$ cat src/rtl/result_gate_pkg.sv
package result_gate_pkg;
  localparam int NUM_BYTES = 16;
  localparam int PASSES    = 2;
  localparam int BYTE_W    = 8;
  localparam int SLOT_W    = $clog2(NUM_BYTES);
  localparam int STEP_W    = $clog2(NUM_BYTES * PASSES);
  localparam int CNT_W     = 8;

  // action codes merged by mask; anything but the pass code is a detection
  localparam logic [7:0] CODE_PASS = 8'hA5;
  localparam logic [7:0] CODE_WIPE = 8'h5A;

  typedef struct packed {
    logic              active;
    logic [STEP_W-1:0] step;
  } slotStrobe_t;

  typedef enum logic {ST_IDLE = 1'b0, ST_RUN = 1'b1} gateState_t;
endpackage

$ cat src/rtl/result_gate_dp.sv
module result_gate_dp
  import result_gate_pkg::*;
(
  input  slotStrobe_t                        stb,
  input  logic [NUM_BYTES*BYTE_W-1:0]        checkData,
  input  logic [NUM_BYTES*BYTE_W-1:0]        expectData,
  input  logic [NUM_BYTES*PASSES*SLOT_W-1:0] permCfg,
  input  logic [NUM_BYTES*PASSES-1:0]        polCfg,
  output logic                               slotFail
);
  logic [BYTE_W-1:0] chkByte [NUM_BYTES];
  logic [BYTE_W-1:0] expByte [NUM_BYTES];
  logic [SLOT_W-1:0] schedIdx [NUM_BYTES*PASSES];

  genvar g;
  generate
    for (g = 0; g < NUM_BYTES; g++) begin : g_bytes
      assign chkByte[g] = checkData[g*BYTE_W +: BYTE_W];
      assign expByte[g] = expectData[g*BYTE_W +: BYTE_W];
    end
    for (g = 0; g < NUM_BYTES*PASSES; g++) begin : g_sched
      assign schedIdx[g] = permCfg[g*SLOT_W +: SLOT_W];
    end
  endgenerate

  logic [SLOT_W-1:0] curIdx;
  logic              curPol;
  logic              bytesEq;
  logic              cond;
  logic [7:0]        codeA;
  logic [7:0]        codeB;
  logic [7:0]        condMask;
  logic [7:0]        action;

  always_comb begin
    curIdx   = schedIdx[stb.step];
    curPol   = polCfg[stb.step];
    bytesEq  = (chkByte[curIdx] == expByte[curIdx]);
    // polarity 1: cond = equal, A = pass; polarity 0: cond = differ, A = wipe
    cond     = curPol ? bytesEq : ~bytesEq;
    codeA    = curPol ? CODE_PASS : CODE_WIPE;
    codeB    = curPol ? CODE_WIPE : CODE_PASS;
    condMask = {8{cond}};
    action   = (condMask & codeA) | (~condMask & codeB);
    slotFail = stb.active & (action != CODE_PASS);
  end
endmodule

$ cat src/rtl/result_gate_ctrl.sv
module result_gate_ctrl
  import result_gate_pkg::*;
(
  input  logic             clk,
  input  logic             rstN,
  input  logic             start,
  input  logic [CNT_W-1:0] tamperLimit,
  input  logic             slotFail,
  output slotStrobe_t      stb,
  output logic             busy,
  output logic             done,
  output logic             releaseOut,
  output logic             deleteKey,
  output logic             locked
);
  localparam logic [STEP_W-1:0] LAST_STEP = STEP_W'(NUM_BYTES*PASSES - 1);
  localparam logic [CNT_W-1:0]  CNT_MAX   = {CNT_W{1'b1}};

  gateState_t        state;
  logic [STEP_W-1:0] step;
  logic              runFail;
  logic [CNT_W-1:0]  tamperCount;
  logic [CNT_W-1:0]  nextCount;
  logic [CNT_W-1:0]  effLimit;

  assign stb.active = (state == ST_RUN);
  assign stb.step   = step;
  assign busy       = (state == ST_RUN);
  assign nextCount  = (tamperCount == CNT_MAX) ? tamperCount : tamperCount + 1'b1;
  assign effLimit   = (tamperLimit == '0) ? CNT_W'(1) : tamperLimit;

  always_ff @(posedge clk) begin
    if (!rstN) begin
      state       <= ST_IDLE;
      step        <= '0;
      runFail     <= 1'b0;
      tamperCount <= '0;
      done        <= 1'b0;
      releaseOut  <= 1'b0;
      deleteKey   <= 1'b0;
      locked      <= 1'b0;
    end else begin
      done <= 1'b0;
      case (state)
        ST_IDLE: begin
          if (start && !locked) begin
            state      <= ST_RUN;
            step       <= '0;
            runFail    <= 1'b0;
            releaseOut <= 1'b0;
          end
        end
        ST_RUN: begin
          if (slotFail) begin
            runFail     <= 1'b1;
            deleteKey   <= 1'b1;
            tamperCount <= nextCount;
            if (nextCount >= effLimit) locked <= 1'b1;
          end
          if (step == LAST_STEP) begin
            state      <= ST_IDLE;
            done       <= 1'b1;
            releaseOut <= !(runFail || slotFail || deleteKey);
          end else begin
            step <= step + 1'b1;
          end
        end
        default: state <= ST_IDLE;
      endcase
    end
  end
endmodule

$ cat src/rtl/result_gate_top.sv
module result_gate_top
  import result_gate_pkg::*;
(
  input  logic                               clk,
  input  logic                               rstN,
  input  logic                               start,
  input  logic [NUM_BYTES*BYTE_W-1:0]        checkData,
  input  logic [NUM_BYTES*BYTE_W-1:0]        expectData,
  input  logic [NUM_BYTES*PASSES*SLOT_W-1:0] permCfg,
  input  logic [NUM_BYTES*PASSES-1:0]        polCfg,
  input  logic [CNT_W-1:0]                   tamperLimit,
  output logic                               busy,
  output logic                               done,
  output logic                               releaseOut,
  output logic                               deleteKey,
  output logic                               locked
);
  slotStrobe_t stb;
  logic        slotFail;

  result_gate_dp u_dp (
    .stb        (stb),
    .checkData  (checkData),
    .expectData (expectData),
    .permCfg    (permCfg),
    .polCfg     (polCfg),
    .slotFail   (slotFail)
  );

  result_gate_ctrl u_ctrl (
    .clk         (clk),
    .rstN        (rstN),
    .start       (start),
    .tamperLimit (tamperLimit),
    .slotFail    (slotFail),
    .stb         (stb),
    .busy        (busy),
    .done        (done),
    .releaseOut  (releaseOut),
    .deleteKey   (deleteKey),
    .locked      (locked)
  );
endmodule

$ cat config.mk
export PLATFORM = sky130hd
export DESIGN_NAME = result_gate_top
export DESIGN_NICKNAME = d
export VERILOG_FILES = /design/src/rtl/result_gate_pkg.sv /design/src/rtl/result_gate_dp.sv /design/src/rtl/result_gate_ctrl.sv /design/src/rtl/result_gate_top.sv
export SDC_FILE = /design/constraint.sdc
export NUM_CORES = 1
export LEC_CHECK = 0
export BUFFER_PORTS_ARGS = -buffer_cell sky130_fd_sc_hd__buf_2
export CAP_MARGIN = 20
export CORE_AREA = 2 2 167 169
export CTS_BUF_LIST = sky130_fd_sc_hd__clkbuf_4 sky130_fd_sc_hd__clkbuf_8 sky130_fd_sc_hd__clkbuf_16
export DETAILED_ROUTE_END_ITERATION = 10
export DIE_AREA = 0 0 169 171
export PLACE_DENSITY_LB_ADDON = 0.25
export REMOVE_ABC_BUFFERS = 1
export SLEW_MARGIN = 20
export SYNTH_ARGS = -nofsm -noshare
export SYNTH_HDL_FRONTEND = slang
export SYNTH_SLANG_ARGS = --single-unit
$ cat constraint.sdc
create_clock -name clk -period 6.9 [get_ports clk]
set_input_delay 0.69 -clock clk [delete_from_list [all_inputs] [get_ports clk]]
set_output_delay 0.69 -clock clk [all_outputs]
set_load 0.01 [all_outputs]
==> impl_results.md <==
- Grt met2 use: a little under a third
- Antenna Nets Post-Route: 0
- Starting Density: roughly 18%
- Worst Max-Slew Pin Slew: roughly 950 ps
- Fin crit share: between 80% and 90%
- Seq pwr share: 16.2%
- Combinational power share: between 60% and 70%
- EDFF count, synth: 0
- Layout Cell Area excl Fill: 7270 um^2
- Final hold vios: 0
- Crit-path most repeated cell: mux2i_1
- Drt total wl: around 27,000 um
- Max Clock Freq: between 0.15 and 0.2 GHz
- CTS tree: yes
- Grt peak-use layer: met2
- Mapped cell area: slightly below 5000 um^2
- CP endpoint kind: flip-flop
- CP Cell Sequence: mux2i_1 -> a211oi_1 -> and3_1 -> or4_4 -> buf_4 -> mux2i_1 -> o32ai_1 -> nor4_1 -> xnor2_1 -> o2111ai_2 -> o31ai_4 -> nand2b_1 -> o31ai_1
- Row count: 61
- Leakage power: between 3 and 4 nW
- Clk network pwr share: between 10% and 20%
- Max VDD drop: around 72 uV
- WP data arrival: approximately 5900 ps
- Fraction of registers with async set/reset: 0%
- Initial DRC count: about 260
- Die height: roughly 170 um
- Die width: approximately 170 um
- Crit Reg-Reg Startpoint: u_ctrl.step[1]
- Grt met3 use: under 10%
- Total CTS buffers: 3
- Top delay family on crit path: simple AND/OR/NAND/NOR gates
- Post-synthesis cell count: about 590
- Non-Filler Instances: 1,306
- Mean Syn Cell Area: just over 8 um^2
- Grt met1 use: around 22%
- P per Cell Area: approximately 100 nW/um^2
- Synthesis-stage register bit count: 19
- Core area: about 27,000 um^2
- Cell-internal power: roughly 440 uW
- Clock root cell: clkbuf_16
- Routed vias/inst: 4.89
- Switch Pwr: 320 uW
- First-pass GRT wire length: approximately 38,000 um
- Hold WC Path Type: flip-flop to flip-flop
- Slew headroom: between 30% and 40%
- HPWL Detailed: around 22,000 um
- Overflow after GRT: 0
- RD Place Congestion: 0.865
- Slowest stage delay, CP: ~950 ps
- Drt wl/cell: between 20 and 25 um
- Hold Startpoint: u_ctrl.runFail
- Initial antenna violation count: 3
- # Post-CTS Setup Buffers: 0
- # hold bufs at CTS: 0
- Io pins: roughly 430
- Gr usage total: 17.4%
- Final Critical Period: 5680 ps
- Nets: 1,398
- Area grow syn2layout: 50.6%
- Reg clk slew, reported paths: 50 ps
- Pins over their slew limit: 0
- RSZ-0062 raised after global routing: false
- Clk buf depth: 2
- Net Sw Frac: 42.0%
- DRC violations left: 0
- Max cap viols: 0
- CP Max Fanout: 39
- CP Launch Type: flip-flop
- Sequential area share after synthesis: under 10%
- Layout cells sized above 1: between 50% and 60%
- Worst Clk Skew: 5.63 ps
- Worst Path Required: about 7100 ps
- Clock Sink Count: 19
- Placed instance area: 7180 um^2
- H-tree Lvls: 1
- PostCTS Resize Cnt: 0
- Worst Path Buf+Inv: 1
- Netlist cell types: 68
- Die Area: a little under 30,000 um^2
- Placed Cells: ~1,300
- Ys flop type: dfxtp_1
- I/O Buffers: around 400
- CP startpoint: u_ctrl.step[1]
- Largest net degree at the start of global routing: 50
- Syn. warnings: 0
- Vias in the first global route: around 6,500
- Clock latency on the worst-skew pair: around 250 ps
- Slowest CP cell: dfxtp_2
- Outcome: finished clean
- Setup-failing EPs final: 0
- Crit Path Category: flip-flop to flip-flop
- First-pass detailed-route iteration total: 4
- Via count: between 6,000 and 7,000
==> power by group through the flow <==
stage	registers [mW]	logic [mW]	clock network, mW
after floorplan	0.125	0.296	0
after global placement	0.126	0.515	0
after detailed placement	0.126	0.520	0
after CTS	0.124	0.522	0.129
after global routing	0.125	0.563	0.134
final	0.123	0.513	0.125
==> per-layer routing <==
layer / up-vias / part of all wire [%]
met1: 2937 / 43
met3: 36 / 6.3
met2: 303 / 49
li1: 3109 / -
met4: 0 / 2.0
met5: - / 0
==> cells in the final DEF (no fill, tap or decap), types with 5 or more instances in the layout <==
cell type,Yosys,final
buf_2,19,399
mux2i_1,92,92
nand2_1,58,58
nand3_1,37,37
o22ai_1,25,25
mux4_2,24,24
inv_1,21,21
buf_4,5,20
dfxtp_1,19,17
mux2_2,15,15
nor2_1,14,14
nor2b_1,14,14
o21ai_0,14,14
nor4_1,12,12
o221ai_1,12,12
ha_1,11,11
xnor2_1,10,10
o32ai_1,10,10
o211ai_1,10,10
a22oi_1,9,9
o41ai_1,9,9
a21oi_1,9,8
nand2b_1,8,8
o41a_1,8,8
and3_1,6,6
a311oi_1,6,6
and2_1,5,5
a31oi_1,5,5
or3_1,5,5
==> path summary, 6_finish.rpt <==
kind                            slack, ps  cells past startpoint                 to
worst min register to register        440                      1  u_ctrl.releaseOut
worst min-delay path                  440                      1  u_ctrl.releaseOut
worst max register to register       1220                     13  u_ctrl.releaseOut
worst max-delay path                 1220                     13  u_ctrl.releaseOut
==> layout make-up <==
type                    count  area, um^2
diodes                      1        2.50
flip-flops and latches     19         383
clock buffers               4        82.6
fillers                  3030       20100
repair buffers            420        2170
multi-input cells         495        4120
well taps                 346         433
inverters                  21        78.8
==> through the flow <==
stage | power [mW] | utilization (%) | setup WS (ps) | hold WS (ps) | setup TNS [ps]
after floorplan | 0.421 | - | -1200 | 419 | -13440
after global placement | 0.642 | 26.3 | 996 | 426 | 0
after detailed placement | 0.646 | 26.3 | 833 | 429 | 0
after CTS | 0.774 | 26.6 | 815 | 436 | 0
after global routing | 0.822 | 26.6 | 685 | 453 | 0
final | 0.762 | 26.6 | 1220 | 435 | 0
==> registers in the layout (all words and copies together) (netlist names) <==
register and flops:
u_ctrl.deleteKey 1, u_ctrl.locked 1, u_ctrl.busy 1, u_ctrl.step 5
u_ctrl.releaseOut 1, u_ctrl.runFail 1, u_ctrl.done 1, u_ctrl.tamperCount 8
==> cells by family after synthesis <==
family                   after synthesis  synth area share [%]
multiplexers                         132                  34.2
adder cells (fa/ha/maj)               11                  2.85
XOR/XNOR                              12                  2.18
flip-flops                            19                  7.88
AO/OA/AOI/OAI                        162                  26.2
buffers and inverters                 72                  7.42
AND/OR/NAND/NOR                      178                  19.2
==> synth_stat cells (3+ instances only) <==
cell type  number  share of area, %
o22ai_1        25               3.2
and2_1          5              0.65
o2111ai_1       3              0.54
nor2_1         14               1.1
o31ai_1         3              0.47
nor3_1          3              0.31
nand2_1        58               4.5
buf_2          19               2.0
o221ai_1       12               2.2
a221oi_1        4              0.73
buf_6           6               1.4
buf_4           5              0.78
clkbuf_1       20               1.6
a21boi_0        3              0.47
a41oi_1         4              0.73
dfxtp_1        19               7.9
o21ai_0        14               1.5
nand2b_1        8               1.0
o41a_1          8               1.9
a22oi_1         9               1.4
inv_1          21               1.6
o211ai_1       10               1.6
mux2i_1        92                19
mux2_2         15               3.5
nor2b_1        14               1.8
xnor2_1        10               1.8
o41ai_1         9               1.6
or3_1           5              0.65
ha_1           11               2.9
a311oi_1        6               1.1
nand4_1         4              0.52
a211oi_1        3              0.47
a21oi_1         9              0.93
o32ai_1        10               1.8
a31oi_1         5              0.65
nor4_2          3              0.78
and3_1          6              0.78
nand3_1        37               3.8
mux4_2         24                11
a2111oi_0       4              0.73
nor4_1         12               1.6
==> worst reg2reg max path, stage by stage (launching register included) <==
cell and delay [ps]:
dfxtp_2 950, mux2i_1 210, a211oi_1 240, and3_1 600, or4_4 590, buf_4 630, mux2i_1 330, o32ai_1 110
nor4_1 420, xnor2_1 190, o2111ai_2 190, o31ai_4 720, nand2b_1 180, o31ai_1 240
No activity file was read; power rests on OpenSTA's default activity.
